## config.mk

```make
export PLATFORM = sky130hd
export DESIGN_NAME = frac_tick_gen
export DESIGN_NICKNAME = d
export VERILOG_FILES = /design/src/rtl/frac_tick_pkg.sv /design/src/rtl/frac_ratio_reg.sv /design/src/rtl/frac_err_acc.sv /design/src/rtl/frac_tick_out.sv /design/src/rtl/frac_tick_gen.sv
export SDC_FILE = /design/constraint.sdc
export NUM_CORES = 1
export LEC_CHECK = 0
export ABC_AREA = 1
export CAP_MARGIN = 20
export CORE_ASPECT_RATIO = 1.1
export CORE_MARGIN = 2
export CORE_UTILIZATION = 49
export CTS_CLUSTER_DIAMETER = 80
export CTS_CLUSTER_SIZE = 40
export DETAILED_ROUTE_END_ITERATION = 7
export PLACE_DENSITY_LB_ADDON = 0.3
export SYNTH_ARGS = -nofsm -noshare
export SYNTH_HDL_FRONTEND = slang
export SYNTH_SLANG_ARGS = --single-unit
```

## constraint.sdc

```tcl
create_clock -name clk -period 7.1 [get_ports clk]
set_input_delay 1.775 -clock clk [delete_from_list [all_inputs] [get_ports clk]]
set_output_delay 1.775 -clock clk [all_outputs]
set_load 0.03 [all_outputs]
```

## src/rtl/frac_tick_pkg.sv

```systemverilog
package frac_tick_pkg;

  // next-state selection for the error register
  typedef enum logic [1:0] {
    ACC_CLEAR  = 2'd0,
    ACC_ADD_UP = 2'd1,
    ACC_ADD_DN = 2'd2
  } acc_op_e;

endpackage

```

## src/rtl/frac_ratio_reg.sv

```systemverilog
module frac_ratio_reg #(
  parameter int RATIO_W = 24,
  parameter int ACC_W   = RATIO_W + 1,
  parameter int DEF_A   = 14152300,
  parameter int DEF_B   = 24
) (
  input  logic                     clk,
  input  logic                     rst,
  input  logic                     load_i,
  input  logic [RATIO_W-1:0]       a_i,
  input  logic [RATIO_W-1:0]       b_i,
  output logic                     accept_o,
  output logic [RATIO_W-1:0]       cfg_a_o,
  output logic [RATIO_W-1:0]       cfg_b_o,
  output logic signed [ACC_W-1:0]  step_up_o,
  output logic signed [ACC_W-1:0]  step_dn_o
);

  localparam logic [RATIO_W-1:0] DEF_A_V = RATIO_W'(DEF_A);
  localparam logic [RATIO_W-1:0] DEF_B_V = RATIO_W'(DEF_B);

  logic pair_ok;

  // only 0 < b < a is accepted
  assign pair_ok  = (b_i != '0) && (b_i < a_i);
  assign accept_o = load_i && pair_ok;

  // both increments are precomputed at capture so the loop holds one adder
  always_ff @(posedge clk) begin
    if (rst) begin
      cfg_a_o   <= DEF_A_V;
      cfg_b_o   <= DEF_B_V;
      step_up_o <= $signed({1'b0, DEF_B_V});
      step_dn_o <= $signed({1'b0, DEF_B_V}) - $signed({1'b0, DEF_A_V});
    end else if (accept_o) begin
      cfg_a_o   <= a_i;
      cfg_b_o   <= b_i;
      step_up_o <= $signed({1'b0, b_i});
      step_dn_o <= $signed({1'b0, b_i}) - $signed({1'b0, a_i});
    end
  end

endmodule

```

## src/rtl/frac_err_acc.sv

```systemverilog
module frac_err_acc
  import frac_tick_pkg::*;
#(
  parameter int ACC_W = 25
) (
  input  logic                     clk,
  input  logic                     rst,
  input  logic                     clear_i,
  input  logic signed [ACC_W-1:0]  step_up_i,
  input  logic signed [ACC_W-1:0]  step_dn_i,
  output logic signed [ACC_W-1:0]  acc_o,
  output logic                     nonneg_o
);

  acc_op_e                 op;
  logic signed [ACC_W-1:0] acc_q;
  logic signed [ACC_W-1:0] acc_d;

  always_comb begin
    if (clear_i)                op = ACC_CLEAR;
    else if (acc_q[ACC_W-1])    op = ACC_ADD_UP;
    else                        op = ACC_ADD_DN;
  end

  always_comb begin
    case (op)
      ACC_ADD_UP: acc_d = acc_q + step_up_i;
      ACC_ADD_DN: acc_d = acc_q + step_dn_i;
      default:    acc_d = '0;
    endcase
  end

  always_ff @(posedge clk) begin
    if (rst) acc_q <= '0;
    else     acc_q <= acc_d;
  end

  assign acc_o    = acc_q;
  assign nonneg_o = ~acc_q[ACC_W-1];

endmodule

```

## src/rtl/frac_tick_out.sv

```systemverilog
module frac_tick_out (
  input  logic clk,
  input  logic rst,
  input  logic blank_i,
  input  logic nonneg_i,
  output logic tick_o
);

  logic tick_q;

  always_ff @(posedge clk) begin
    if (rst || blank_i) tick_q <= 1'b0;
    else                tick_q <= nonneg_i;
  end

  assign tick_o = tick_q;

endmodule

```

## src/rtl/frac_tick_gen.sv

```systemverilog
module frac_tick_gen #(
  parameter int RATIO_W = 24,
  parameter int DEF_A   = 14152300,
  parameter int DEF_B   = 24
) (
  input  logic               clk,
  input  logic               rst,
  input  logic               load_i,
  input  logic [RATIO_W-1:0] ratio_a_i,
  input  logic [RATIO_W-1:0] ratio_b_i,
  output logic               tick_o
);

  localparam int ACC_W = RATIO_W + 1;

  logic                    accept;
  logic [RATIO_W-1:0]      cfg_a;
  logic [RATIO_W-1:0]      cfg_b;
  logic signed [ACC_W-1:0] step_up;
  logic signed [ACC_W-1:0] step_dn;
  logic signed [ACC_W-1:0] acc_q;
  logic                    nonneg;

  frac_ratio_reg #(
    .RATIO_W (RATIO_W),
    .ACC_W   (ACC_W),
    .DEF_A   (DEF_A),
    .DEF_B   (DEF_B)
  ) u_ratio (
    .clk       (clk),
    .rst       (rst),
    .load_i    (load_i),
    .a_i       (ratio_a_i),
    .b_i       (ratio_b_i),
    .accept_o  (accept),
    .cfg_a_o   (cfg_a),
    .cfg_b_o   (cfg_b),
    .step_up_o (step_up),
    .step_dn_o (step_dn)
  );

  frac_err_acc #(
    .ACC_W (ACC_W)
  ) u_acc (
    .clk       (clk),
    .rst       (rst),
    .clear_i   (accept),
    .step_up_i (step_up),
    .step_dn_i (step_dn),
    .acc_o     (acc_q),
    .nonneg_o  (nonneg)
  );

  frac_tick_out u_out (
    .clk      (clk),
    .rst      (rst),
    .blank_i  (accept),
    .nonneg_i (nonneg),
    .tick_o   (tick_o)
  );

endmodule

```

; Word level (Yosys, flattened, before mapping)
; Cells that the tools add are included.
[op_classes]
bitwise = 1
n_reduce_logical = 4
eq_ne = 2
mux = 3
order_cmp = 1
n_addsub = 3
[ops]
columns = cell, n
row1 = $add A25 B25 Y25, 2
row2 = $pmux W25 S2, 1
row3 = $sub A24 B24 Y25, 1
row4 = $lt A24 B24 Y1, 1
row5 = $reduce_bool A24 Y1, 1
row6 = $mux W2, 2
row7 = $eq A2 B1 Y1 const B, 1
row8 = $eq A2 B2 Y1 const B, 1
row9 = $logic_and A1 B1 Y1, 2
row10 = $logic_or A1 B1 Y1, 1
row11 = $not A1 Y1, 1
[totals]
inputBits = 51
elab_cells = 18
regBits = 75

; Depth between registers and ports, before layout
; Gate-level depths: netlist of the first run.
[depth]
depth_word = 6
depth_mapped = 30
mapped_depth_nobuf = 29

; Cells and area by module
; Synthesis of the first run repeated with hierarchy kept, for this count alone.
[unflattened]
cells_unflattened = 1306
area_unflattened_um2 = 7995.2
[by_module_without_submodules]
columns = mod, cells_per_inst, seq_area_each_um2, n_inst, area_per_inst_um2
row1 = frac_ratio_reg, 817, 1461.4, 1, 5178.7
row2 = frac_err_acc, 485, 500.5, 1, 2782.7
row3 = frac_tick_out, 4, 20.0, 1, 33.8

; Worst setup path after synthesis of the first run
; No wires, ideal clock.
[synth_timing]
kind = input to register
startpoint = input port ratio_a_i[8]
endpoint = register u_acc.acc_q[10] (netlist: u_acc.acc_o[10])
stages = 27
slack_ps = 2162
path_buffers = 1
arrival_time_ps = 4874
cell_sequence = inv_1 -> ha_1 -> nand2_2 -> inv_2 -> a21oi_2 -> nand3_2 -> nand2_1 -> nand2_2 -> nand2_2 -> nand2_4 -> nand2_2 -> clkbuf_1 -> nand2_1 -> o21ai_1 -> ha_1 -> inv_1 -> fa_1 -> inv_1 -> nand3_1 -> nand2_1 -> nand2_1 -> o211ai_1 -> inv_1 -> o21ai_0 -> xor2_1 -> inv_1 -> nor2_1
[synth_between]
elab_chain_cells = 6
word_cells_on_any_way = 7
cone_classes = order compare: 1 / eq/ne: 2 / mux: 2 / reduce/logical: 2
[synth_lines]
columns = element, line
row1 = from (decl), frac_tick_gen.sv:9  ; input logic [RATIO_W-1:0] ratio_a_i,
row2 = $lt A24 B24 Y1 *, frac_ratio_reg.sv:25  ; assign pair_ok = (b_i != '0) && (b_i < a_i);
row3 = $logic_and A1 B1 Y1 *, frac_ratio_reg.sv:25
row4 = $logic_and A1 B1 Y1 *, frac_ratio_reg.sv:26  ; assign accept_o = load_i && pair_ok;
row5 = $mux W2 *, frac_err_acc.sv:20  ; if (clear_i) op = ACC_CLEAR;
row6 = $eq A2 B2 Y1 / $eq A2 B1 Y1 (equally long branches), frac_err_acc.sv:26  ; case (op)
row7 = $pmux W25 S2 *, frac_err_acc.sv:26
row8 = to (signal assigned), frac_err_acc.sv:34  ; if (rst) acc_q <= '0;
row9 = to (signal assigned), frac_err_acc.sv:35  ; else acc_q <= acc_d;
row10 = to (decl), frac_err_acc.sv:16  ; logic signed [ACC_W-1:0] acc_q;
; Mark *: on every way between the ends. The rest lies on a longest branch, timed or not.
; A chain may end at the register's enable or synchronous reset.

; Final worst setup path of the first run
[layout_timing]
startpoint = input port ratio_b_i[4]
endpoint = register u_acc.acc_q[10] (netlist: u_acc.acc_o[10])
[layout_between]
elab_chain_cells = 6
word_cells_on_any_way = 8
cone_classes = order compare: 1 / eq/ne: 2 / mux: 2 / reduce/logical: 3
[layout_lines]
columns = element, line
row1 = from (decl), frac_tick_gen.sv:10  ; input logic [RATIO_W-1:0] ratio_b_i,
row2 = $lt A24 B24 Y1 / $reduce_bool A24 Y1 (equally long branches), frac_ratio_reg.sv:25
row3 = $logic_and A1 B1 Y1 *, frac_ratio_reg.sv:25
row4 = $logic_and A1 B1 Y1 *, frac_ratio_reg.sv:26
row5 = $mux W2 *, frac_err_acc.sv:20
row6 = $eq A2 B2 Y1 / $eq A2 B1 Y1 (equally long branches), frac_err_acc.sv:26
row7 = $pmux W25 S2 *, frac_err_acc.sv:26
; Marked as above.

==> summary.txt, run 1 <==
status: finished, final reports clean
CTS Buf Count: 9
Sink Count: 75
fin crit share: 81.7%
fin nets: 982
most frequent cell after synthesis: nand2_1
total global-route track usage: 25.2%
HPWL after DPL: 12000 um
CP peak stage delay: 500 ps
# rows: 41
post-synth top area share: 26.4%
Max Root-Sink Buffers: 2
IO buf count: 51
critical path's most frequent cell: nand2_1
most frequent cells after synthesis: nand2_1 (173), inv_1 (112), nor2_1 (101)
clock slew at reported path FFs: 60 ps
Overall Power: 0.00170 W
top_reg_cell synth: dfxtp_1
post-CTS sizing: 0
post-DR wirelength/cell: 14.6 um
First-pass DRT Iterations: 5
Die H: 117 um
clock latency on the worst-skew pair: 340 ps
proportion of layout cells with a drive suffix above 1: 7.22%
Layout area overhead: 14.9%
CP arrival: 6080 ps
slew margin rel.: 52.8%
synthesized flop and latch total: 75
TritonCTS clock tree: yes
vias post-DR: 5466
post-synthesis cell count: 834
CTS Root Cell: clkbuf_16
Cell variety after synth: 39
largest net degree at the start of global routing: 39
sequential area share after synthesis: 26.4%
Fin. Hold Viols: 0
initial antenna violation count: 0
Syn Nets: 935
Slowest-stage cell, CP: clkdlybuf4s50_1
type of origin of the critical path: input pin
worst-margin pin slew: 701 ps
I/O pin count: 52
WS Path Type: input pin to flip-flop
Critical Path RT: 7380 ps
Placeable Area: 11400 sq um
yosys warns: 0
initial DRC count: 327
max-slew violation count: 0
syn_area_per_cell: 6.81 sq um
worst vdd ir: 0.129 mV
Die W: 107 um
# setup viols final: 0
vias in the first global route: 5279
grt ovf: 0
global-route wire length before repair: 24800 um
largest area contributor in the netlist: dfxtp_1
Post-synth EDFFs: 0
CTS hold repair buffers: 0
number of setup buffers added after CTS: 0
P_leak: 2.95 nW
Setup TNS: 0 ps
post-route ant nets: 0
maxcap violations: 0
Worst Setup End Kind: flip-flop
Via-to-Cell Ratio: 5.28
Initial Utilization: 49.9%
routed wire length: 15100 um
post-layout minimum cycle time: 5800 ps
H-tree depth: 3
unrepaired setup endpoints after global routing: no
Synth Cell Area: 5680 sq um
top post-synthesis cells by area: dfxtp_1 (26%), nand2_1 (11%), ha_1 (11%), inv_1 (7.4%), nor2_1 (6.7%)
DRC errors left: 0
die area: 12500 sq um
FFs w/ async S/R, synth: 0%
min-delay worst type: flip-flop to flip-flop
diode count: 0
FMAX: 0.172 GHz
GPL Wtd Cong: 0.980
Setup Skew: 3.31 ps
Power Dens Cells: 261 nW/um^2
CP max FO: 22
==> layer usage <==
layer  wire [um]  track usage, %  up-vias  share of wire, %
li1            -               -     2852                 -
met1        6800            31.0     2411                45
met2        6970            44.1      168                46
met3         729            3.27       35               4.8
met4         587            11.7        0               3.9
met5           0               0        -                 0
==> stage by stage <==
stage	cells	util (%)	setup slack (ps)	hold WS (ps)	cell area, sq um
after global routing	1036	57.3	926	471	6530
after detailed placement	1020	54.7	953	434	6230
after CTS	1036	57.3	1290	449	6530
after floorplan	834	-	2160	419	5680
final	1036	57.3	1300	446	6530
after global placement	1020	54.7	1040	432	6230
==> cell type report <==
type	count	area, sq um
Fill cell	1169	4860
Multi-Input combinational cell	627	3580
Sequential cell	75	1500
Timing Repair Buffer	53	526
Inverter	115	434
Clock buffer	10	229
Tap cell	150	188
Clock inverter	6	65.1
==> cells in the final DEF (no fill, tap or decap), drive strengths merged <==
cell / synthesis / layout
a21o: 6 / 6
a211oi: 1 / 1
buf: 14 / 2
inv: 115 / 116
xnor2: 12 / 12
o21ai: 58 / 58
a21boi: 1 / 1
or2: 4 / 4
nand4: 17 / 17
nor4: 2 / 2
nand2: 179 / 179
nor2: 107 / 107
clkinv: 0 / 3
nand3: 36 / 36
a31oi: 8 / 8
a21oi: 87 / 87
nor3: 12 / 12
o21a: 3 / 3
o211ai: 2 / 2
xor2: 17 / 17
ha: 48 / 48
nand3b: 2 / 2
and2: 2 / 2
o21bai: 6 / 6
o22ai: 15 / 15
dfxtp: 75 / 75
clkdlybuf4s50: 0 / 51
fa: 2 / 2
bufinv: 0 / 1
clkinvlp: 0 / 1
clkbuf: 3 / 10
==> flip-flops by register name, summed over array words and instances (netlist names) <==
name,flops
u_acc.acc_o,25
u_ratio.step_dn_o,25
u_ratio.step_up_o,24
u_out.tick_o,1
==> report_power, final <==
group          total [W]  internal, W  leakage, nW  switching [W]
registers       0.000512     0.000487        0.617      0.0000247
logic           0.000738     0.000269         2.19       0.000469
clock network   0.000455     0.000273        0.143       0.000182
==> worst max-delay path, delay by kind of cell <==
| family | cells | cell delay, ps |
|---|---|---|
| simple gates | 14 | 1450 |
| fa+ha+maj | 3 | 1050 |
| buf+inv | 6 | 930 |
| compound gates | 3 | 650 |
| xor+xnor | 1 | 170 |
==> logic make-up (layout without fill, tap and decap cells) <==
kind of cell | after synthesis | in the layout | share of synthesized area [%]
xor gates and xnor gates | 29 | 29 | 4.47
adders and majority gates | 50 | 50 | 11.3
AOI/OAI and AO/OA | 187 | 187 | 20.3
and+or+nand+nor | 361 | 361 | 27.1
DFF | 75 | 75 | 26.4
buffers and inverters | 132 | 184 | 10.5
==> path summary, 6_finish.rpt <==
| check | from | to | slack (ps) | cells past startpoint |
|---|---|---|---|---|
| setup reg to reg | u_acc.acc_o[24]$_SDFF_PP0_ | u_acc.acc_o[10]$_SDFF_PP0_ | 4110 | 16 |
| hold / removal | u_ratio.step_up_o[15]$_SDFFE_PP0P_ | u_ratio.step_up_o[15]$_SDFFE_PP0P_ | 450 | 2 |
| hold reg to reg | u_ratio.step_up_o[15]$_SDFFE_PP0P_ | u_ratio.step_up_o[15]$_SDFFE_PP0P_ | 450 | 2 |
| setup / recovery | ratio_b_i[4] | u_acc.acc_o[10]$_SDFF_PP0_ | 1300 | 27 |
Power figures use the tool's default switching activity.
==> run 2, diff against run 1 <==
- clock period: 7.1 -> 5.3 ns (I/O delays scaled with it)
==> summary.txt, run 2 (synthesized netlist as in run 1, its figures left out) <==
status: finished, final reports clean (unchanged)
slew margin rel.: 66.0% (was 52.8%)
Comb pwr share: 44.5% (was 43.3%)
worst vdd ir: 0.189 mV (was 0.129 mV)
vias in the first global route: 5442 (was 5279)
worst-margin pin slew: 505 ps (was 701 ps)
die area: 12500 sq um (unchanged)
final instance area: 6630 sq um (was 6530 sq um)
Max Root-Sink Buffers: 2 (unchanged)
P_leak: 3.02 nW (was 2.95 nW)
largest net degree at the start of global routing: 31 (was 39)
proportion of layout cells with a drive suffix above 1: 8.68% (was 7.22%)
Post-DP Area: 6340 sq um (was 6230 sq um)
Sw Ratio: 40.8% (was 39.6%)
Die W: 107 um (unchanged)
post-DR wirelength/cell: 14.6 um (about the same)
DRC errors left: 0 (unchanged)
clock slew at reported path FFs: 60 ps (about the same)
TritonCTS clock tree: yes (unchanged)
I/O pin count: 52 (unchanged)
Critical Path RT: 5580 ps (was 7380 ps)
initial antenna violation count: 0 (unchanged)
Reg power frac: 29.7% (was 30.0%)
First-pass DRT Iterations: 5 (unchanged)
WS Path Type: input pin to flip-flop (unchanged)
initial DRC count: 390 (was 327)
fin nets: 995 (was 982)
HPWL after DPL: 12300 um (was 12000 um)
fin crit share: 91.8%
number of setup buffers added after CTS: 0 (unchanged)
Power Dens Cells: 349 nW/um^2 (was 261 nW/um^2)
CP max FO: 6 (was 22)
GPL Wtd Cong: 1.01 (was 0.980)
routed wire length: 15400 um (was 15100 um)
Sink Count: 75 (unchanged)
CTS hold repair buffers: 0 (unchanged)
IO buf count: 51 (unchanged)
hold depth: 2 (unchanged)
most common cell after layout, fill and taps aside: nand2_1 (unchanged)
Initial Utilization: 49.9% (unchanged)
Layout fillers: 1133 (was 1169)
H-tree depth: 3 (unchanged)
maxcap violations: 0 (unchanged)
worst r2r src: u_acc.acc_o[24]$_SDFF_PP0_ (unchanged)
P_int: 0.00137 W (was 0.00103 W)
Setup Skew: 4.54 ps (was 3.31 ps)
grt ovf: 0 (unchanged)
CTS Buf Count: 9 (unchanged)
type of origin of the critical path: input pin (unchanged)
R2R cell count: 16 (unchanged)
Worst Setup End Kind: flip-flop (unchanged)
Critical Path Start: ratio_b_i[7] (was ratio_b_i[4])
min-delay worst type: flip-flop to flip-flop (unchanged)
share of total power in the clock network: 25.7% (was 26.7%)
max-slew violation count: 0 (unchanged)
clock latency on the worst-skew pair: 340 ps (about the same)
CP peak stage delay: 480 ps (was 500 ps)
CP arrival: 5150 ps (was 6080 ps)
min-delay src: u_ratio.step_up_o[9]$_SDFFE_PP0P_ (was u_ratio.step_up_o[15]$_SDFFE_PP0P_)
unrepaired setup endpoints after global routing: no (unchanged)
Slowest-stage cell, CP: clkdlybuf4s50_1 (unchanged)
FMAX: 0.205 GHz
commonest non-fill, non-tap cells in the layout: nand2_1 (173), inv_1 (112), nor2_1 (101) (unchanged)
CTS Root Cell: clkbuf_16 (unchanged)
Psw: 0.000943 W (was 0.000675 W)
Fin. Hold Viols: 0 (unchanged)
post-CTS sizing: 0 (unchanged)
post-layout minimum cycle time: 4870 ps
diode count: 0 (unchanged)
vias post-DR: 5593 (was 5466)
total global-route track usage: 25.6% (was 25.2%)
post-route ant nets: 0 (unchanged)
Setup TNS: 0 ps (unchanged)
global-route wire length before repair: 25200 um (was 24800 um)
Via-to-Cell Ratio: 5.33 (was 5.28)
Layout area overhead: 16.6% (was 14.9%)
# rows: 41 (unchanged)
Placeable Area: 11400 sq um (unchanged)
# setup viols final: 0 (unchanged)
Die H: 117 um (unchanged)
run 2: cell count changes in the layout (fill, tap and decap cells not counted):
cell	before	now
buf_4	2	14
inv_6	1	4
buf_12	0	1
bufinv_16	1	0
clkbuf_1	1	0
clkinv_2	2	1
clkinv_4	1	0
inv_8	0	1
run 2: final cells by class:
| class | instances | area, sq um | share of cell area (%) |
|---|---|---|---|
| Clock buffer | 9 | 225 | 3.40 |
| Inverter | 115 | 434 | 6.55 |
| Timing Repair Buffer | 66 | 636 | 9.59 |
| Tap cell | 150 | 188 | 2.83 |
| Sequential cell | 75 | 1500 | 22.7 |
| Clock inverter | 7 | 58.8 | 0.887 |
| Multi-Input combinational cell | 627 | 3580 | 54.1 |
run 2: critical path: cells and delay by family:
family                   cells  cell delay, ps
XOR/XNOR                     1             160
AND/OR/NAND/NOR             13            1250
adder cells (fa/ha/maj)      3            1020
AO/OA/AOI/OAI                3             550
buffers and inverters        5             820
run 2: metal layers:
| layer | up-vias | share of wire (%) | GRT usage [%] | wire length [um] |
|---|---|---|---|---|
| met3 | 47 | 4.0 | 1.66 | 618 |
| met5 | - | 0 | 0 | 0 |
| li1 | 2881 | - | - | - |
| met2 | 177 | 46 | 44.3 | 7110 |
| met1 | 2488 | 45 | 31.6 | 6900 |
| met4 | 0 | 4.8 | 15.2 | 735 |
run 2: path summary, 6_finish.rpt:
kind	slack (ps)	end
setup / recovery	430	u_acc.acc_o[10]$_SDFF_PP0_
hold / removal	460	u_ratio.step_up_o[9]$_SDFFE_PP0P_
setup reg to reg	2670	u_acc.acc_o[10]$_SDFF_PP0_
hold reg to reg	460	u_ratio.step_up_o[9]$_SDFFE_PP0P_
run 2: power groups by stage:
stage | sequential, W | combinational, W | clock [W]
floorplan | 0.000689 | 0.000753 | 0
global placement | 0.000697 | 0.00100 | 0
detailed placement | 0.000697 | 0.00101 | 0
CTS | 0.000686 | 0.00102 | 0.000600
global route | 0.000694 | 0.00115 | 0.000623
finish | 0.000687 | 0.00103 | 0.000595
run 2: metrics by stage:
step | util, % | hold WS, ps | std cells | power, W | setup WS, ps
floorplan | - | 419 | 834 | 0.00144 | 812
global placement | 55.7 | 433 | 1033 | 0.00170 | 134
detailed placement | 55.7 | 440 | 1033 | 0.00171 | 94.7
CTS | 58.2 | 456 | 1049 | 0.00230 | 412
global route | 58.2 | 483 | 1049 | 0.00247 | 24.0
finish | 58.2 | 459 | 1049 | 0.00231 | 433
